`src/rtl/sce_pkg.sv`:
```
package sce_pkg;

  localparam logic [7:0] OP_STATUS = 8'h00;
  localparam logic [7:0] OP_READ   = 8'h04;
  localparam logic [7:0] OP_WRITE  = 8'h05;
  localparam logic [7:0] FLAG_IDLE = 8'h00;
  localparam logic [7:0] FLAG_BUSY = 8'h80;

  typedef struct packed {
    logic        chan_ok;
    logic [7:0]  tx_cnt;
    logic [7:0]  rx_cnt;
    logic [7:0]  op;
    logic [7:0]  blk;
    logic [63:0] payload;
  } frame_t;

  typedef enum logic [2:0] {
    RK_SILENT,
    RK_STATUS,
    RK_READ,
    RK_WRITE,
    RK_FAULT
  } reply_kind_e;

  function automatic reply_kind_e classify(frame_t f);
    if (!f.chan_ok)
      return RK_SILENT;
    if (f.op == OP_STATUS && f.tx_cnt == 8'd1 && f.rx_cnt == 8'd3)
      return RK_STATUS;
    if (f.op == OP_READ && f.tx_cnt == 8'd2 && f.rx_cnt == 8'd8)
      return RK_READ;
    if (f.op == OP_WRITE && f.tx_cnt == 8'd10 && f.rx_cnt == 8'd1)
      return RK_WRITE;
    return RK_FAULT;
  endfunction

endpackage

```
`src/rtl/sce_frame_rx.sv`:
```
module sce_frame_rx
  import sce_pkg::*;
#(
  parameter int CHAN_W   = 3,
  parameter int DEV_CHAN = 4
) (
  input  logic              clk,
  input  logic              rst_n,
  input  logic              in_valid,
  output logic              in_ready,
  input  logic [7:0]        in_data,
  input  logic              in_start,
  input  logic [CHAN_W-1:0] in_chan,
  input  logic              hold,
  output logic              job_valid,
  output frame_t            job,
  input  logic              job_take
);

  typedef enum logic [2:0] {P_TX, P_RX, P_OP, P_PAY, P_DONE} pstate_e;

  pstate_e    st;
  frame_t     fr;
  logic [7:0] left;
  logic [7:0] idx;
  logic       fire;

  assign in_ready  = (st != P_DONE) && !hold;
  assign fire      = in_valid && in_ready;
  assign job_valid = (st == P_DONE);
  assign job       = fr;

  always_ff @(posedge clk or negedge rst_n) begin
    if (!rst_n) begin
      st   <= P_TX;
      fr   <= '0;
      left <= '0;
      idx  <= '0;
    end else if (st == P_DONE) begin
      if (job_take) st <= P_TX;
    end else if (fire) begin
      if (in_start) begin
        fr.chan_ok <= (in_chan == CHAN_W'(DEV_CHAN));
        fr.tx_cnt  <= in_data;
        fr.rx_cnt  <= '0;
        fr.op      <= '0;
        fr.blk     <= '0;
        fr.payload <= '0;
        st         <= P_RX;
      end else begin
        case (st)
          P_RX: begin
            fr.rx_cnt <= in_data;
            st        <= P_OP;
          end
          P_OP: begin
            fr.op <= in_data;
            idx   <= '0;
            if (fr.tx_cnt <= 8'd1) begin
              st <= P_DONE;
            end else begin
              left <= fr.tx_cnt - 8'd1;
              st   <= P_PAY;
            end
          end
          P_PAY: begin
            if (idx == 8'd0)
              fr.blk <= in_data;
            else if (idx <= 8'd8)
              fr.payload <= {fr.payload[55:0], in_data};
            if (idx != 8'hFF) idx <= idx + 8'd1;
            left <= left - 8'd1;
            if (left == 8'd1) st <= P_DONE;
          end
          default: ;
        endcase
      end
    end
  end

endmodule

```
`src/rtl/sce_busy_timer.sv`:
```
module sce_busy_timer #(
  parameter int BUSY_CYCLES = 200
) (
  input  logic clk,
  input  logic rst_n,
  input  logic start,
  output logic busy
);

  generate
    if (BUSY_CYCLES == 0) begin : g_none
      assign busy = 1'b0;
    end else begin : g_count
      localparam int CNT_W = $clog2(BUSY_CYCLES + 1);
      logic [CNT_W-1:0] cnt;

      always_ff @(posedge clk or negedge rst_n) begin
        if (!rst_n)
          cnt <= '0;
        else if (start)
          cnt <= CNT_W'(BUSY_CYCLES);
        else if (cnt != '0)
          cnt <= cnt - 1'b1;
      end

      assign busy = (cnt != '0);
    end
  endgenerate

endmodule

```
`src/rtl/sce_store.sv`:
```
module sce_store #(
  parameter int BLOCKS = 64,
  parameter int IDX_W  = 6
) (
  input  logic             clk,
  input  logic             wr_en,
  input  logic [IDX_W-1:0] wr_idx,
  input  logic [63:0]      wr_data,
  input  logic [IDX_W-1:0] rd_idx,
  output logic [63:0]      rd_data
);

  logic [63:0] mem [BLOCKS];

  always_ff @(posedge clk) begin
    if (wr_en) mem[wr_idx] <= wr_data;
  end

  assign rd_data = mem[rd_idx];

endmodule

```
`src/rtl/sce_reply_tx.sv`:
```
module sce_reply_tx
  import sce_pkg::*;
#(
  parameter int          IDX_W     = 6,
  parameter logic [15:0] TYPE_CODE = 16'h8000
) (
  input  logic             clk,
  input  logic             rst_n,
  input  logic             job_valid,
  input  frame_t           job,
  output logic             job_take,
  input  logic             busy,
  output logic [IDX_W-1:0] rd_idx,
  input  logic [63:0]      rd_data,
  output logic             wr_en,
  output logic [IDX_W-1:0] wr_idx,
  output logic [63:0]      wr_data,
  output logic             active,
  output logic             out_valid,
  input  logic             out_ready,
  output logic [7:0]       out_data,
  output logic             out_last,
  output logic             out_err
);

  reply_kind_e kind;
  logic [63:0] sbuf;
  logic [3:0]  left;
  logic        err_q;

  assign kind     = classify(job);
  assign active   = (left != 4'd0);
  assign job_take = job_valid && !active;
  assign rd_idx   = job.blk[IDX_W-1:0];
  assign wr_idx   = job.blk[IDX_W-1:0];
  assign wr_data  = job.payload;
  assign wr_en    = job_take && (kind == RK_WRITE) && !busy;

  always_ff @(posedge clk or negedge rst_n) begin
    if (!rst_n) begin
      sbuf  <= '0;
      left  <= '0;
      err_q <= 1'b0;
    end else if (job_take) begin
      case (kind)
        RK_STATUS: begin
          sbuf  <= {TYPE_CODE, (busy ? FLAG_BUSY : FLAG_IDLE), 40'h0};
          left  <= 4'd3;
          err_q <= 1'b0;
        end
        RK_READ: begin
          if (busy) begin
            sbuf  <= '0;
            left  <= 4'd1;
            err_q <= 1'b1;
          end else begin
            sbuf  <= rd_data;
            left  <= 4'd8;
            err_q <= 1'b0;
          end
        end
        RK_WRITE: begin
          sbuf  <= {(busy ? FLAG_BUSY : FLAG_IDLE), 56'h0};
          left  <= 4'd1;
          err_q <= 1'b0;
        end
        RK_FAULT: begin
          sbuf  <= '0;
          left  <= 4'd1;
          err_q <= 1'b1;
        end
        default: ;
      endcase
    end else if (out_valid && out_ready) begin
      sbuf <= {sbuf[55:0], 8'h00};
      left <= left - 4'd1;
    end
  end

  assign out_valid = active;
  assign out_data  = sbuf[63:56];
  assign out_last  = (left == 4'd1);
  assign out_err   = err_q;

endmodule

```
`src/rtl/sc_eeprom.sv`:
```
module sc_eeprom
  import sce_pkg::*;
#(
  parameter bit BIG_ARRAY   = 1'b0,
  parameter int CHAN_W      = 3,
  parameter int DEV_CHAN    = 4,
  parameter int BUSY_CYCLES = 200
) (
  input  logic              clk,
  input  logic              rst_n,
  input  logic              in_valid,
  output logic              in_ready,
  input  logic [7:0]        in_data,
  input  logic              in_start,
  input  logic [CHAN_W-1:0] in_chan,
  output logic              out_valid,
  input  logic              out_ready,
  output logic [7:0]        out_data,
  output logic              out_last,
  output logic              out_err
);

  localparam int          BLOCKS    = BIG_ARRAY ? 256 : 64;
  localparam int          IDX_W     = $clog2(BLOCKS);
  localparam logic [15:0] TYPE_CODE = BIG_ARRAY ? 16'h4000 : 16'h8000;

  frame_t           job;
  logic             job_valid;
  logic             job_take;
  logic             tx_active;
  logic             busy;
  logic             wr_en;
  logic [IDX_W-1:0] wr_idx;
  logic [IDX_W-1:0] rd_idx;
  logic [63:0]      wr_data;
  logic [63:0]      rd_data;

  sce_frame_rx #(
    .CHAN_W   (CHAN_W),
    .DEV_CHAN (DEV_CHAN)
  ) u_rx (
    .clk       (clk),
    .rst_n     (rst_n),
    .in_valid  (in_valid),
    .in_ready  (in_ready),
    .in_data   (in_data),
    .in_start  (in_start),
    .in_chan   (in_chan),
    .hold      (tx_active),
    .job_valid (job_valid),
    .job       (job),
    .job_take  (job_take)
  );

  sce_busy_timer #(
    .BUSY_CYCLES (BUSY_CYCLES)
  ) u_busy (
    .clk   (clk),
    .rst_n (rst_n),
    .start (wr_en),
    .busy  (busy)
  );

  sce_store #(
    .BLOCKS (BLOCKS),
    .IDX_W  (IDX_W)
  ) u_store (
    .clk     (clk),
    .wr_en   (wr_en),
    .wr_idx  (wr_idx),
    .wr_data (wr_data),
    .rd_idx  (rd_idx),
    .rd_data (rd_data)
  );

  sce_reply_tx #(
    .IDX_W     (IDX_W),
    .TYPE_CODE (TYPE_CODE)
  ) u_tx (
    .clk       (clk),
    .rst_n     (rst_n),
    .job_valid (job_valid),
    .job       (job),
    .job_take  (job_take),
    .busy      (busy),
    .rd_idx    (rd_idx),
    .rd_data   (rd_data),
    .wr_en     (wr_en),
    .wr_idx    (wr_idx),
    .wr_data   (wr_data),
    .active    (tx_active),
    .out_valid (out_valid),
    .out_ready (out_ready),
    .out_data  (out_data),
    .out_last  (out_last),
    .out_err   (out_err)
  );

endmodule

```
`config.mk`:
```
export PLATFORM = sky130hd
export DESIGN_NAME = sc_eeprom
export DESIGN_NICKNAME = d
export VERILOG_FILES = /design/src/rtl/sce_pkg.sv /design/src/rtl/sce_frame_rx.sv /design/src/rtl/sce_busy_timer.sv /design/src/rtl/sce_store.sv /design/src/rtl/sce_reply_tx.sv /design/src/rtl/sc_eeprom.sv
export SDC_FILE = /design/constraint.sdc
export NUM_CORES = 2
export LEC_CHECK = 0
export BUFFER_PORTS_ARGS = -buffer_cell sky130_fd_sc_hd__buf_2
export CORE_MARGIN = 10
export CORE_UTILIZATION = 40
export CTS_CLUSTER_DIAMETER = 150
export DETAILED_ROUTE_END_ITERATION = 7
export PLACE_DENSITY = 0.59
export SLEW_MARGIN = 20
export SYNTH_ARGS = -nofsm -noshare
export SYNTH_HDL_FRONTEND = slang
export SYNTH_HIERARCHICAL = 1
export SYNTH_SLANG_ARGS = --single-unit
export TNS_END_PERCENT = 50
```
`constraint.sdc`:
```
create_clock -name clk -period 8.7 [get_ports clk]
set_input_delay 1.305 -clock clk [delete_from_list [all_inputs] [get_ports clk]]
set_output_delay 1.305 -clock clk [all_outputs]
set_load 0.01 [all_outputs]
```
## After elaboration in Yosys (flattened, before gate mapping)

Memories as Yosys holds them, arrays and structs flattened.
Cells that the tools add are included.

- Bitwise gates (word level): 2
- Equal/unequal tests: 28
- $add $sub $neg: 5
- Reduce and logical (&&, ||, !) cells: 42
- $lt $le $gt $ge: 2
- Mux-type cells: 50

Operator list:

| cell | count |
|---|---|
| $mux W64 | 5 |
| $pmux W64 S4 | 1 |
| $mux W88 | 1 |
| $mux W72 | 1 |
| $mux W8 | 8 |
| $mux W3 | 14 |
| $pmux W8 S2 | 2 |
| $eq A8 B1 Y1 const B | 3 |
| $sub A8 B1 Y8 const B | 3 |
| $reduce_bool A2 Y1 | 9 |
| $eq A8 B2 Y1 const B | 2 |
| $eq A8 B3 Y1 const B | 2 |
| $eq A8 B4 Y1 const B | 2 |
| $logic_not A8 Y1 | 2 |
| $reduce_and A5 Y1 | 3 |
| $eq A3 B2 Y1 const B | 4 |
| $logic_and A1 B1 Y1 | 12 |
| $mux W1 | 12 |
| $mux W4 | 3 |
| $pmux W4 S3 | 1 |
| $eq A3 B3 Y1 const B | 3 |
| $pmux W3 S3 | 1 |
| $reduce_and A3 Y1 | 3 |
| $add A8 B1 Y8 const B | 1 |
| other kinds (22) | 31 |

- Output and inout port bits: 12
- Register bits after elaboration: 191
- Word-level logic and storage cells: 143
- Memories kept: 1
- Input port bits: 16
- Memory bits (writable): 4096

Memories:

| name | words | bits a word | rd ports | clocked after Yosys merged registers in | wr ports | line | RTL |
|---|---|---|---|---|---|---|---|
| u_store.mem | 64 | 64 | 1 | 0 | 1 | sce_store.sv:13 | `logic [63:0] mem [BLOCKS];` |

## Logic depth before layout (Yosys ltp)

- Depth in word-level cells: 19
- Depth in mapped cells: 13
- Gate-level depth less buffers: 10

## Hierarchy

The synthesis kept the hierarchy.

By module, submodules not included:

| module | instances | area an instance (µm²) | seq. area each (µm²) | cells an instance |
|---|---|---|---|---|
| sce_store | 1 | 155067.5 | 122998.0 | 6534 |
| sce_frame_rx | 1 | 5088.6 | 2902.8 | 420 |
| sce_reply_tx | 1 | 3837.4 | 1726.7 | 409 |
| sce_busy_timer | 1 | 473.0 | 200.2 | 48 |

## Worst setup path after synthesis

Ideal clock, no wire load.

- Kind: reg2reg
- Start point: reg u_rx.st[0]
- End point: mem u_store.mem[48][0] (enable)
- Required time: 8136 ps
- Buffers on the path: 2
- Stages on the path, launching flop included: 10
- Slack: 1800 ps
- Period minus slack after synthesis: 6900 ps
- Setup time: 564 ps
- Arrival: 6335 ps
- Cell sequence: dfrtp_1 > buf_2 > nor3b_2 > nor4bb_1 > buf_4 > nand2_2 > a21oi_1 > and3b_1 > nand4b_1 > nor3_1

- Cells in the longest elaborated chain, start to end: 6

RTL lines:

| element | line | RTL |
|---|---|---|
| from (decl) | sce_frame_rx.sv:22 | `pstate_e st;` |
| from (signal assigned) | sce_frame_rx.sv:35 | `st <= P_TX;` |
| from (signal assigned) | sce_frame_rx.sv:40 | `if (job_take) st <= P_TX;` |
| from (signal assigned) | sce_frame_rx.sv:49 | `st <= P_RX;` |
| $eq A3 B3 Y1 | sce_frame_rx.sv:30 | `assign job_valid = (st == P_DONE);` |
| net job_valid | sc_eeprom.sv:28 | `logic job_valid;` |
| $logic_and A1 B1 Y1 | sce_reply_tx.sv:33 | `assign job_take = job_valid && !active;` |
| net job_take | sc_eeprom.sv:29 | `logic job_take;` |
| $logic_and A1 B1 Y1 (2 in a row) | sce_reply_tx.sv:37 | `assign wr_en = job_take && (kind == RK_WRITE) && !busy;` |
| net wr_en | sc_eeprom.sv:32 | `logic wr_en;` |
| $mux W1 | sce_store.sv:16 | `if (wr_en) mem[wr_idx] <= wr_data;` |
| $mux W1 (implied by the code) | sce_store.sv:16 |  |
| to (decl) | sce_store.sv:13 |  |

The timed path passes the listed nets, and every way through them passes these cells.

## Worst setup path in the final report

- Start point: reg u_rx.st[0]
- End point: mem u_store.mem[7][13] (enable)

The elaborated chain is that of the path after synthesis.

==> flow_metrics.env <==
export IMPL_layout_area_overhead_vs_synth_pct=13.2
export IMPL_half_perimeter_wire_length_after_placement_mm=251
export IMPL_port_buffer_count=27
export IMPL_achievable_frequency_mhz=167
export IMPL_path_delay_family="simple AND/OR/NAND/NOR gates"
export IMPL_worstReg2RegStart="u_rx/st[0]"
export IMPL_worst_ep_arrival_time_ps=6620
export IMPL_slowest_delay_ps=1130
export IMPL_cts_setup_buffers=0
export IMPL_cts_tree="done"
export IMPL_h_tree_depth=5
export IMPL_cts_sinks=4287
export IMPL_timing_critical_path_fanout_max=37
export IMPL_timing_hold_violations_final=0
export IMPL_clock_path_buffers=4
export IMPL_max_slew_margin_pct=20.9
export IMPL_antenna_found_initial=23
export IMPL_path_buf_inv=1
export IMPL_yosysWarningCount=6
export IMPL_route_met3_wl_mm=37.3
export IMPL_timing_critical_path_depth=8
export IMPL_cp_slowest_cell="sky130_fd_sc_hd__nor2_4"
export IMPL_rows=235
export IMPL_hold_class="in2async"
export IMPL_wl_met1_mm=178
export IMPL_cts_root_buf="sky130_fd_sc_hd__clkbuf_16"
export IMPL_post_route_cells_drive_above_1_share_pct=26.5
export IMPL_maxCapViolCount=0
export IMPL_timing_setup_tns_ps=0
export IMPL_cts_repair_resized=0
export IMPL_synth_net_count=7433
export IMPL_reg2reg_slack_ps=2700
export IMPL_power_leakage_nw=51.0
export IMPL_period_minus_slack_ps=6000
export IMPL_worst_endpoint_required_ps=9320
export IMPL_timing_critical_path_to="u_store/mem[7][13]"
export IMPL_wirelength_mm=446
export IMPL_route_met2_wl_mm=215
export IMPL_worst_slew_pin_transition_ps=1190
export IMPL_avgSynthCellArea_um2=22.2
export IMPL_final_net_count=7654
export IMPL_power_density_nw_per_um2=293
export IMPL_drtAntennaViolNets=0
export IMPL_floorplan_die_height_um=661
export IMPL_worst_clock_skew_ps=65.1
export IMPL_clkTransAtPathRegs_ps=60
export IMPL_core_um2=410000
export IMPL_rsz0062_at_grt="no"
export IMPL_peakVddDrop_uv=239
export IMPL_crit_type="reg2reg"
export IMPL_timing_max_transition_violations_final=0
export IMPL_grt_remaining_overflow=0
export IMPL_count_of_pins_on_the_block_boundary=28
export IMPL_die_outline_area_um2=437000
export IMPL_endpoint_kind="flop"
export IMPL_holdBufCountCts=0
export IMPL_r2r_end="u_store/mem[7][13]"
export IMPL_nFillCells=33700
export IMPL_critPathLaunchType="flop"
export IMPL_vias=80200
export IMPL_grtUsageTotal_pct=20.0
export IMPL_report_final_setup_viol=0
export IMPL_netlist_area_um2=164000
export IMPL_outcome="finished clean"
export IMPL_vias_in_the_first_global_route=80700
export IMPL_layout_worst_path_cycle_share_pct=69.0
export IMPL_timing_critical_path_from="u_rx/st[0]"
export IMPL_postSynthCellCount=7407
export IMPL_drcViolationCount=0
export IMPL_cts_buffers_inserted=430
export IMPL_grt_start_max_net_pins=115
export IMPL_via_per_inst=5.96
export IMPL_grt_pass1_wl_mm=628
export IMPL_start_util_pct=40.1
export IMPL_gp_congestion=0.830
export IMPL_multiInputGateArea_um2=34300
export IMPL_clk_insertion_delay_late_ps=1020
export IMPL_seq_area_um2=128000
export IMPL_reg2regPathDepth=8
export IMPL_highest_layer="met4"
export IMPL_cp_cell_sequence="nor3b_2 > nor4bb_4 > nand2_2 > a21oi_1 > and3b_1 > nand4_1 > nor2_4 > buf_4"
export IMPL_finalCoreUtilization_pct=45.4
export IMPL_drt_first_pass_iters=5
export IMPL_die_width_um=661
export IMPL_drt_iter0_drcs=9927
export IMPL_avgRoutedWirePerCell_um=33.2
## routing by layer
layer / up-vias / global-route usage [%]
met4: 0 / 6.92
met2: 3742 / 32.3
met1: 43900 / 27.7
met5: - / 0
li1: 31800 / -
met3: 670 / 3.50
## placed cells by master (no fill, tap or decap), types with 37 or more instances in the layout
| cell type | n |
|---|---|
| sky130_fd_sc_hd__edfxtp_1 | 4096 |
| sky130_fd_sc_hd__o22ai_1 | 84 |
| sky130_fd_sc_hd__buf_4 | 223 |
| sky130_fd_sc_hd__clkinv_1 | 70 |
| sky130_fd_sc_hd__a32oi_1 | 54 |
| sky130_fd_sc_hd__a211oi_1 | 63 |
| sky130_fd_sc_hd__nor2_4 | 66 |
| sky130_fd_sc_hd__nor2_1 | 75 |
| sky130_fd_sc_hd__clkbuf_1 | 99 |
| sky130_fd_sc_hd__bufinv_16 | 43 |
| sky130_fd_sc_hd__mux2i_1 | 137 |
| sky130_fd_sc_hd__nor2b_1 | 37 |
| sky130_fd_sc_hd__and3_1 | 64 |
| sky130_fd_sc_hd__dfrtp_1 | 176 |
| sky130_fd_sc_hd__a22oi_1 | 168 |
| sky130_fd_sc_hd__clkinv_2 | 84 |
| sky130_fd_sc_hd__buf_12 | 43 |
| sky130_fd_sc_hd__a22o_1 | 156 |
| sky130_fd_sc_hd__mux4_2 | 1024 |
| sky130_fd_sc_hd__clkbuf_16 | 437 |
| sky130_fd_sc_hd__nand2_1 | 194 |
| sky130_fd_sc_hd__nand3_1 | 66 |
| sky130_fd_sc_hd__o221ai_1 | 38 |
## flip-flops by register name, summed over array words and instances, names as in the netlist
name / count
u_rx/job: 95
u_tx/sbuf: 64
u_tx/out_err: 1
u_tx/left: 4
u_busy/g_count.cnt: 8
u_rx/idx: 8
u_rx/st: 3
u_store/mem: 4096
u_rx/left: 8
## layout make-up
class | count | share of cell area (%)
well taps | 5451 | 3.67
multi-input cells | 2576 | 18.5
diodes | 13 | 0.0175
clock buffers | 565 | 6.29
clock inverters | 228 | 1.28
inverters | 35 | 0.0706
repair buffers | 298 | 1.52
flip-flops and latches | 4287 | 68.7
## worst min-delay path by stage
stage                        startpoint               endpoint  slack (ps)  cells past startpoint
final                             rst_n  u_busy/g_count.cnt[7]         190                      1
after CTS                         rst_n  u_busy/g_count.cnt[7]         200                      1
after global routing              rst_n  u_busy/g_count.cnt[7]         210                      1
after global placement    u_tx/sbuf[53]          u_tx/sbuf[53]         470                      2
after detailed placement  u_tx/sbuf[58]          u_tx/sbuf[58]         470                      2
after floorplan           u_tx/sbuf[10]          u_tx/sbuf[10]         450                      2
## power breakdown
group / switching [mW] / internal [mW] / total (mW)
Combinational: 7.95 / 4.59 / 12.5
Sequential: 0.507 / 22.9 / 23.4
Clock: 7.76 / 10.7 / 18.5
## per-stage QoR
stage / setup WS (ps) / area (um2) / instances / hold WS, ps / power, mW
floorplan: 1800 / 164000 / 7407 / 449 / 31.6
global route: 2460 / 186000 / 13400 / 210 / 56.1
finish: 2700 / 186000 / 13500 / 194 / 54.4
global placement: 2890 / 172000 / 12600 / 466 / 36.4
CTS: 2740 / 186000 / 13400 / 196 / 54.9
detailed placement: 2780 / 172000 / 12600 / 471 / 36.5
(Power assumes the default switching activity.)
